## src/rtl/dma_len_pkg.sv

```systemverilog
package dma_len_pkg;
  localparam int STEP_W = 3;
  localparam int SIZE_W = 2;

  typedef enum logic [SIZE_W-1:0] {
    SZ_BYTE = 2'd0,
    SZ_HALF = 2'd1,
    SZ_WORD = 2'd2,
    SZ_WIDE = 2'd3
  } xfer_size_e;
endpackage

```

## src/rtl/dma_len_step.sv

```systemverilog
module dma_len_step
  import dma_len_pkg::*;
(
  input  logic [SIZE_W-1:0] size_code,
  output logic [STEP_W-1:0] step_bytes
);
  always_comb begin
    unique case (xfer_size_e'(size_code))
      SZ_BYTE: step_bytes = STEP_W'(1);
      SZ_HALF: step_bytes = STEP_W'(2);
      SZ_WORD: step_bytes = STEP_W'(4);
      default: step_bytes = STEP_W'(4);
    endcase
  end
endmodule

```

## src/rtl/dma_len_cnt.sv

```systemverilog
module dma_len_cnt
  import dma_len_pkg::*;
#(
  parameter int          W       = 16,
  parameter logic [W-1:0] RST_VAL = '0,
  parameter bit          STOP_AT_ZERO = 1'b0
) (
  input  logic              clk,
  input  logic              rst,
  input  logic              load,
  input  logic [W-1:0]      load_val,
  input  logic              inc,
  input  logic [STEP_W-1:0] step,
  output logic [W-1:0]      count,
  output logic              zero
);
  localparam logic RST_ZERO = (RST_VAL == '0);

  logic         dec_en;
  logic [W-1:0] dec_val;
  logic         zero_next_p1;

  generate
    if (STOP_AT_ZERO) begin : g_gated
      assign dec_en = inc && !zero;
    end else begin : g_free
      assign dec_en = inc;
    end
  endgenerate

  assign dec_val      = count - W'(step);
  assign zero_next_p1 = dec_en && (dec_val == '0);

  always_ff @(posedge clk) begin
    if (rst) begin
      count <= RST_VAL;
    end else if (load) begin
      count <= load_val;
    end else if (dec_en) begin
      count <= dec_val;
    end
  end

  always_ff @(posedge clk) begin
    if (rst) begin
      zero <= RST_ZERO;
    end else if (load) begin
      zero <= 1'b0;
    end else if (zero_next_p1) begin
      zero <= 1'b1;
    end
  end
endmodule

```

## src/rtl/dma_len_track.sv

```systemverilog
module dma_len_track
  import dma_len_pkg::*;
#(
  parameter int               LEN_W   = 16,
  parameter logic [LEN_W-1:0] LEN_RST = '0
) (
  input  logic              clk,
  input  logic              rst,
  input  logic              host_sel,
  input  logic              host_we,
  input  logic [LEN_W-1:0]  host_wdata,
  input  logic              rd_inc,
  input  logic              wr_inc,
  input  logic [SIZE_W-1:0] xfer_size,
  output logic [LEN_W-1:0]  len_count,
  output logic [LEN_W-1:0]  wlen_count,
  output logic              len_zero,
  output logic              wlen_zero
);
  logic              host_load;
  logic [STEP_W-1:0] step;

  assign host_load = host_sel && host_we;

  dma_len_step u_step (
    .size_code  (xfer_size),
    .step_bytes (step)
  );

  dma_len_cnt #(
    .W            (LEN_W),
    .RST_VAL      (LEN_RST),
    .STOP_AT_ZERO (1'b0)
  ) u_rd_len (
    .clk      (clk),
    .rst      (rst),
    .load     (host_load),
    .load_val (host_wdata),
    .inc      (rd_inc),
    .step     (step),
    .count    (len_count),
    .zero     (len_zero)
  );

  dma_len_cnt #(
    .W            (LEN_W),
    .RST_VAL      (LEN_RST),
    .STOP_AT_ZERO (1'b1)
  ) u_wr_len (
    .clk      (clk),
    .rst      (rst),
    .load     (host_load),
    .load_val (host_wdata),
    .inc      (wr_inc),
    .step     (step),
    .count    (wlen_count),
    .zero     (wlen_zero)
  );
endmodule

```

## config.mk

```make
export PLATFORM = sky130hd
export DESIGN_NAME = dma_len_track
export DESIGN_NICKNAME = d
export VERILOG_FILES = /design/src/rtl/dma_len_pkg.sv /design/src/rtl/dma_len_step.sv /design/src/rtl/dma_len_cnt.sv /design/src/rtl/dma_len_track.sv
export SDC_FILE = /design/constraint.sdc
export NUM_CORES = 1
export LEC_CHECK = 0
export BUFFER_PORTS_ARGS = -buffer_cell sky130_fd_sc_hd__buf_2
export CAP_MARGIN = 20
export CORE_MARGIN = 2
export CORE_UTILIZATION = 40
export DETAILED_ROUTE_END_ITERATION = 7
export GPL_ROUTABILITY_DRIVEN = 1
export PLACE_DENSITY = 0.62
export SLEW_MARGIN = 20
export SYNTH_ARGS = -nofsm -noshare
export SYNTH_HDL_FRONTEND = slang
export SYNTH_HIERARCHICAL = 1
export SYNTH_SLANG_ARGS = --single-unit
```

## constraint.sdc

```tcl
create_clock -name clk -period 2.6 [get_ports clk]
set_input_delay 0.52 -clock clk [delete_from_list [all_inputs] [get_ports clk]]
set_output_delay 0.52 -clock clk [all_outputs]
set_load 0.01 [all_outputs]
```

Yosys cells after proc, flatten, opt, wreduce, memory -nomap -nowiden
Cells that the tools add are included.

Flip-flop bits (word level): 34. Input port bits: 24. Output and inout bits: 34. Word-level logic and storage cells: 28.

Add/subtract/negate cells: 2. Equal/unequal tests: 1. Multiplexer cells: 9. Reductions and logical operators: 12.

Operators with widths (number): two-way mux 16 bit (4); logical NOT 16 bit (2); subtractor 16 x 3 -> 16 bit (2); nonzero test 2 bit (4); one-hot mux 3 bit (2 select lines) (1); logical AND 1 bit (4); two-way mux 1 bit (4); equality test 2 x 1 -> 1 bit, second input constant (1); logical NOT 2 bit (1); logical NOT 1 bit (1).

Depth between registers and ports, before layout
Depth in word-level cells: 7. Gate-level depth with buffers: 9. Mapped depth without buffers: 9.

By module
The synthesis kept the hierarchy.

Modules (own cells, without submodules): dma_len_cnt (u_rd_len) (times used 1, cells an instance 150, area an instance 1202.4 um^2, sequential area each 340.3 um^2); dma_len_cnt (u_wr_len) (times used 1, cells an instance 135, area an instance 1096.1 um^2, sequential area each 340.3 um^2); dma_len_step (times used 1, cells an instance 3, area an instance 13.8 um^2, sequential area each 0.0 um^2); dma_len_track (times used 1, cells an instance 1, area an instance 6.3 um^2, sequential area each 0.0 um^2).

Worst setup path before layout
OpenSTA, ideal clock, no wires.

Kind: in2reg. Start point: input port xfer_size[0]. End point: register u_rd_len.count[9]. Setup time: 0.086 ns. Arrival: 2.341 ns. Data required time: 2.514 ns. Slack: 0.174 ns. Stages: 9. Buffers on the path: 0. Cells stage by stage: nor2b_1 > inv_1 > ha_1 > or2_2 > o22ai_1 > and2_1 > nand3b_1 > xor2_1 > a211oi_1.

Word-level cells in the longest chain between the ends: 5. Elaborated cells on any way between the ends: 6. Classes of those cells: add/sub: 1; eq/ne: 1; mux: 3; reduce/logical: 1.

Ends and longest elaborated chain: from (decl) (line dma_len_track.sv:14) `input logic [SIZE_W-1:0] xfer_size,`; equality test 2 x 1 -> 1 bit or logical NOT 2 bit (tied branches) (line dma_len_step.sv:8) `unique case (xfer_size_e'(size_code))`; one-hot mux 3 bit (2 select lines) (*) (line dma_len_step.sv:8); subtractor 16 x 3 -> 16 bit (*) (line dma_len_cnt.sv:31) `assign dec_val = count - W'(step);`; two-way mux 16 bit (*) (line dma_len_cnt.sv:39) `end else if (dec_en) begin`; two-way mux 16 bit (*) (line dma_len_cnt.sv:37) `end else if (load) begin`; to (signal assigned) (line dma_len_cnt.sv:38) `count <= load_val;`; to (signal assigned) (line dma_len_cnt.sv:40) `count <= dec_val;`; to (decl) (line dma_len_cnt.sv:14) `output logic [W-1:0] count,`.

Every way passes the cells marked *; elsewhere a longest branch is shown, timed or not. The select of a mux whose other input is x is not followed. A chain may end at the register's enable or synchronous reset.

Worst setup path in the final report
Start point: input port xfer_size[1]. End point: register u_rd_len.count[11].

Word-level cells in the longest chain between the ends: 5. Elaborated cells on any way between the ends: 6. Classes of those cells: add/sub: 1; eq/ne: 1; mux: 3; reduce/logical: 1.

Ends and longest elaborated chain: equality test 2 x 1 -> 1 bit or logical NOT 2 bit (tied branches) (line dma_len_step.sv:8); one-hot mux 3 bit (2 select lines) (*) (line dma_len_step.sv:8); named net step[1] (line dma_len_track.sv:21) `logic [STEP_W-1:0] step;`; subtractor 16 x 3 -> 16 bit (*) (line dma_len_cnt.sv:31); two-way mux 16 bit (*) (line dma_len_cnt.sv:39); two-way mux 16 bit (*) (line dma_len_cnt.sv:37).

The timed path passes the listed nets; every way through them passes the cells marked *. The select of a mux whose other input is x is not followed.

==> qor.txt <==
Post-Route Setup TNS -> 0 ps
Synthesized area -> 2318 um2
Final non-filler cell area -> 2774 um2
Sw Pwr -> 607.9 uW
WP data required -> 2800 ps
Nets -> 377
DRC viols -> 0
Netlist cell types -> 52
Clock insertion delay at the later pin of the skew report -> 290 ps
FP Rows -> 27
Initial Util -> 0.4185
Hold_sp -> host_wdata[0]
Post-Syn Area per Cell -> 8.022 um2
Flop-to-flop setup slack -> 380 ps
Max stage delay on crit path -> 300 ps
Syn_nets -> 321
Seq cells post-synth -> 34
Peak VDD IR -> 0.2821 mV
Slew Limit Fails -> 0
ANT nets after route -> 0
Clock Tree Buf Depth -> 2
Prevailing post-synth register cell -> dfxtp_1
Number of flops mapped to enable cells by yosys -> 0
Die area -> 6421 um2
IO buf count -> 57
WL final -> 6255 um
Via density -> 5.256
Fin util -> 0.5007
Lkg Pwr -> 1.182 nW
Dpl hpwl -> 4768 um
Layout area overhead -> 19.64%
Post-placement setup slack -> 30.46 ps
Global route overflow -> 0
Num CTS Buffers -> 5
Post-route setup slack -> 300.2 ps
Comb power frac -> 0.348
Clock Power Share -> 0.254
Pwr dens -> 597.0 nW/um2
Chip Height -> 80.13 um
Routability cong. -> 0.8441
Vias in the first global route -> 2,132
Critical path endpoint category -> flip-flop
Rel. slew slack -> 0.6647
Tmin final -> 2300 ps
H-tree levels -> 2
Int Pwr -> 1.048 mW
Mapped Cells -> 289
Vias -> 2,197
Die W -> 80.13 um
Buf+Inv Stages, Crit Path -> 2
Final Setup Violations -> 0
Non-filler instance count after layout -> 418
Pwr Total -> 1.656 mW
Ys Warns -> 6
Fraction of layout instances using a drive strength above 1 -> 0.2746
FF-to-FF End -> u_rd_len/zero$_SDFFE_PP1P_
Largest cells by area after synthesis -> dfxtp_1 (29%), xor2_1 (6.4%), nor2_1 (6.2%), xnor2_1 (5.7%), a21oi_1 (4.1%)
Avg WL per Cell -> 14.96 um
Placed cells -> 410
Endpoints failing hold -> 0
Critical path class -> in -> reg
Top-area cell type share of the netlist area -> 0.2936
CTS tree -> done
Sequential power share -> 0.397
# diodes -> 0
Largest net degree at the start of global routing -> 25
Sink Count -> 34
Post-CTS setup buffers -> 0
Cell accounting for the most synthesized area -> dfxtp_1
Arrival @ worst endpoint -> 2500 ps
Path depth of the worst reg2reg path -> 8
Dpl cell area -> 2679 um2
Clk pin slew, worst setup/hold paths -> 80 ps
HP Class -> in -> reg
Unrepaired setup endpoints after global routing -> no
DR iter-0 viols -> 105
Hold endpoint -> u_wr_len/count[0]$_SDFFE_PP0P_
Number of I/O pins -> 58
PostCTS Resize Cnt -> 0
Reg-to-reg startpoint -> u_rd_len/count[0]$_SDFFE_PP0P_
Slew @ Worst Pin -> 501.9 ps
Switching share of power -> 0.3671
Root Driver -> clkbuf_8
Critical Path Source Type -> input port
Worst hold slack -> 488.3 ps
DRT Pass-1 Iters -> 4
CP Max Fanout -> 5
Crit-path leading delay family -> simple AND/OR/NAND/NOR gates
Crit-path cells -> buf_2 > nor2b_1 > inv_1 > ha_1 > or2_2 > o22ai_1 > and2_1 > nand2_1 > xor2_1 > a211oi_1
Max-Cap Viols -> 0
Worst Hold Depth -> 3
Crit-path slowest cell -> o22ai_1
Period utilisation layout -> 0.8846
Status -> finished clean
Fmax -> 434.8 MHz
Max Clock Skew -> 8.056 ps
Core ar. -> 5540 um2
Fraction of registers with async set/reset -> 0
# hold bufs at CTS -> 0
First-pass GRT wire length -> 10,360 um
GR Util All Layers -> 0.2064
Register area share after synthesis -> 0.2936
Initial antenna violation count -> 0
worst max-delay path by stage:
stage	cells after the start	to	slack, ps	from
finish	10	u_rd_len/count[11]$_SDFFE_PP0P_	300	xfer_size[1]
global route	9	u_rd_len/zero$_SDFFE_PP1P_	150	xfer_size[0]
CTS	9	u_rd_len/zero$_SDFFE_PP1P_	310	xfer_size[0]
detailed placement	10	u_rd_len/count[9]$_SDFFE_PP0P_	30	xfer_size[1]
global placement	10	u_rd_len/count[9]$_SDFFE_PP0P_	70	xfer_size[1]
floorplan	9	u_rd_len/count[9]$_SDFFE_PP0P_	170	xfer_size[0]
kinds of logic (layout without fill, tap and decap cells):
logic type / Yosys count / count (layout) / share of synthesized area
simple gates: 129 / 129 / 0.3076
fa+ha+maj: 8 / 8 / 0.04965
mux: 6 / 6 / 0.02590
buf+inv: 28 / 85 / 0.05343
flops: 34 / 34 / 0.2936
xor+xnor: 32 / 32 / 0.1209
compound gates: 52 / 52 / 0.1490
synthesized netlist by cell type, types with 3 or more instances:
master     n
nand2_1   25
nand3_1    8
nand3b_1   8
buf_2      3
nor4_1     3
ha_1       6
nor3_1    10
clkbuf_1   7
nand4_1    4
xor2_1    17
a211oi_2   4
nor2_1    38
inv_1     10
a211oi_1  12
nor2b_1    6
buf_1      5
xnor2_1   15
a21oi_1   19
or3_1      3
dfxtp_1   34
mux2i_1    6
o21ai_0    7
power groups by stage:
stage                     Sequential [mW]  Clock [mW]  Combinational [mW]
after floorplan                     0.664           0               0.407
after global placement              0.669           0               0.569
after detailed placement            0.670           0               0.572
after CTS                           0.657       0.433               0.577
after global routing                0.670       0.455               0.641
final                               0.658       0.421               0.577
cell type report:
cell class | instances | area (um2)
clock buffers | 6 | 82.58
clock inverters | 2 | 12.51
fillers | 576 | 2766
inverters | 11 | 41.29
multi-input cells | 227 | 1514
flip-flops and latches | 34 | 680.7
well taps | 72 | 90.09
repair buffers | 66 | 352.8
sequential cells by signal, summed over array words and instances (netlist names):
| signal | flops |
|---|---|
| u_wr_len/zero | 1 |
| u_rd_len/count | 16 |
| u_wr_len/count | 16 |
| u_rd_len/zero | 1 |
metal layers:
metal,up-vias,GRT usage,share of wire
li1,1122,-,-
met5,-,0,0
met3,11,0.04382,0.042
met2,54,0.3258,0.45
met4,0,0.05593,0.012
met1,1010,0.2847,0.49
worst reg2reg max path, cell delays in order (launching register included):
cell,delay (ps)
dfxtp_1,350
inv_1,50
ha_1,200
fa_1,400
nor2b_1,300
o22ai_1,160
a2111oi_0,440
a31oi_1,70
o21ai_0,170
cells in the final DEF (no fill, tap or decap), types with 2 or more instances in the layout:
cell type | synthesis | routed
or3_1 | 3 | 3
mux2i_1 | 6 | 6
fa_1 | 2 | 2
buf_2 | 3 | 57
nand3b_1 | 8 | 8
o21ai_0 | 7 | 7
nand3_1 | 8 | 8
or3_2 | 2 | 2
nor4_1 | 3 | 3
xnor2_1 | 15 | 15
and2_1 | 2 | 2
nor2_1 | 38 | 38
nand2_1 | 25 | 25
clkbuf_8 | 0 | 6
xor2_1 | 17 | 17
a21oi_1 | 19 | 19
o22ai_1 | 2 | 2
inv_1 | 10 | 10
nor3_1 | 10 | 10
ha_1 | 6 | 6
nand4_1 | 4 | 4
a211oi_1 | 12 | 12
nand3_2 | 2 | 2
nor2b_1 | 6 | 6
nand4b_1 | 2 | 2
nor4b_1 | 2 | 2
a211oi_2 | 4 | 4
or2_2 | 2 | 2
buf_4 | 0 | 9
dfxtp_1 | 34 | 34
Power figures use the tool's default switching activity.
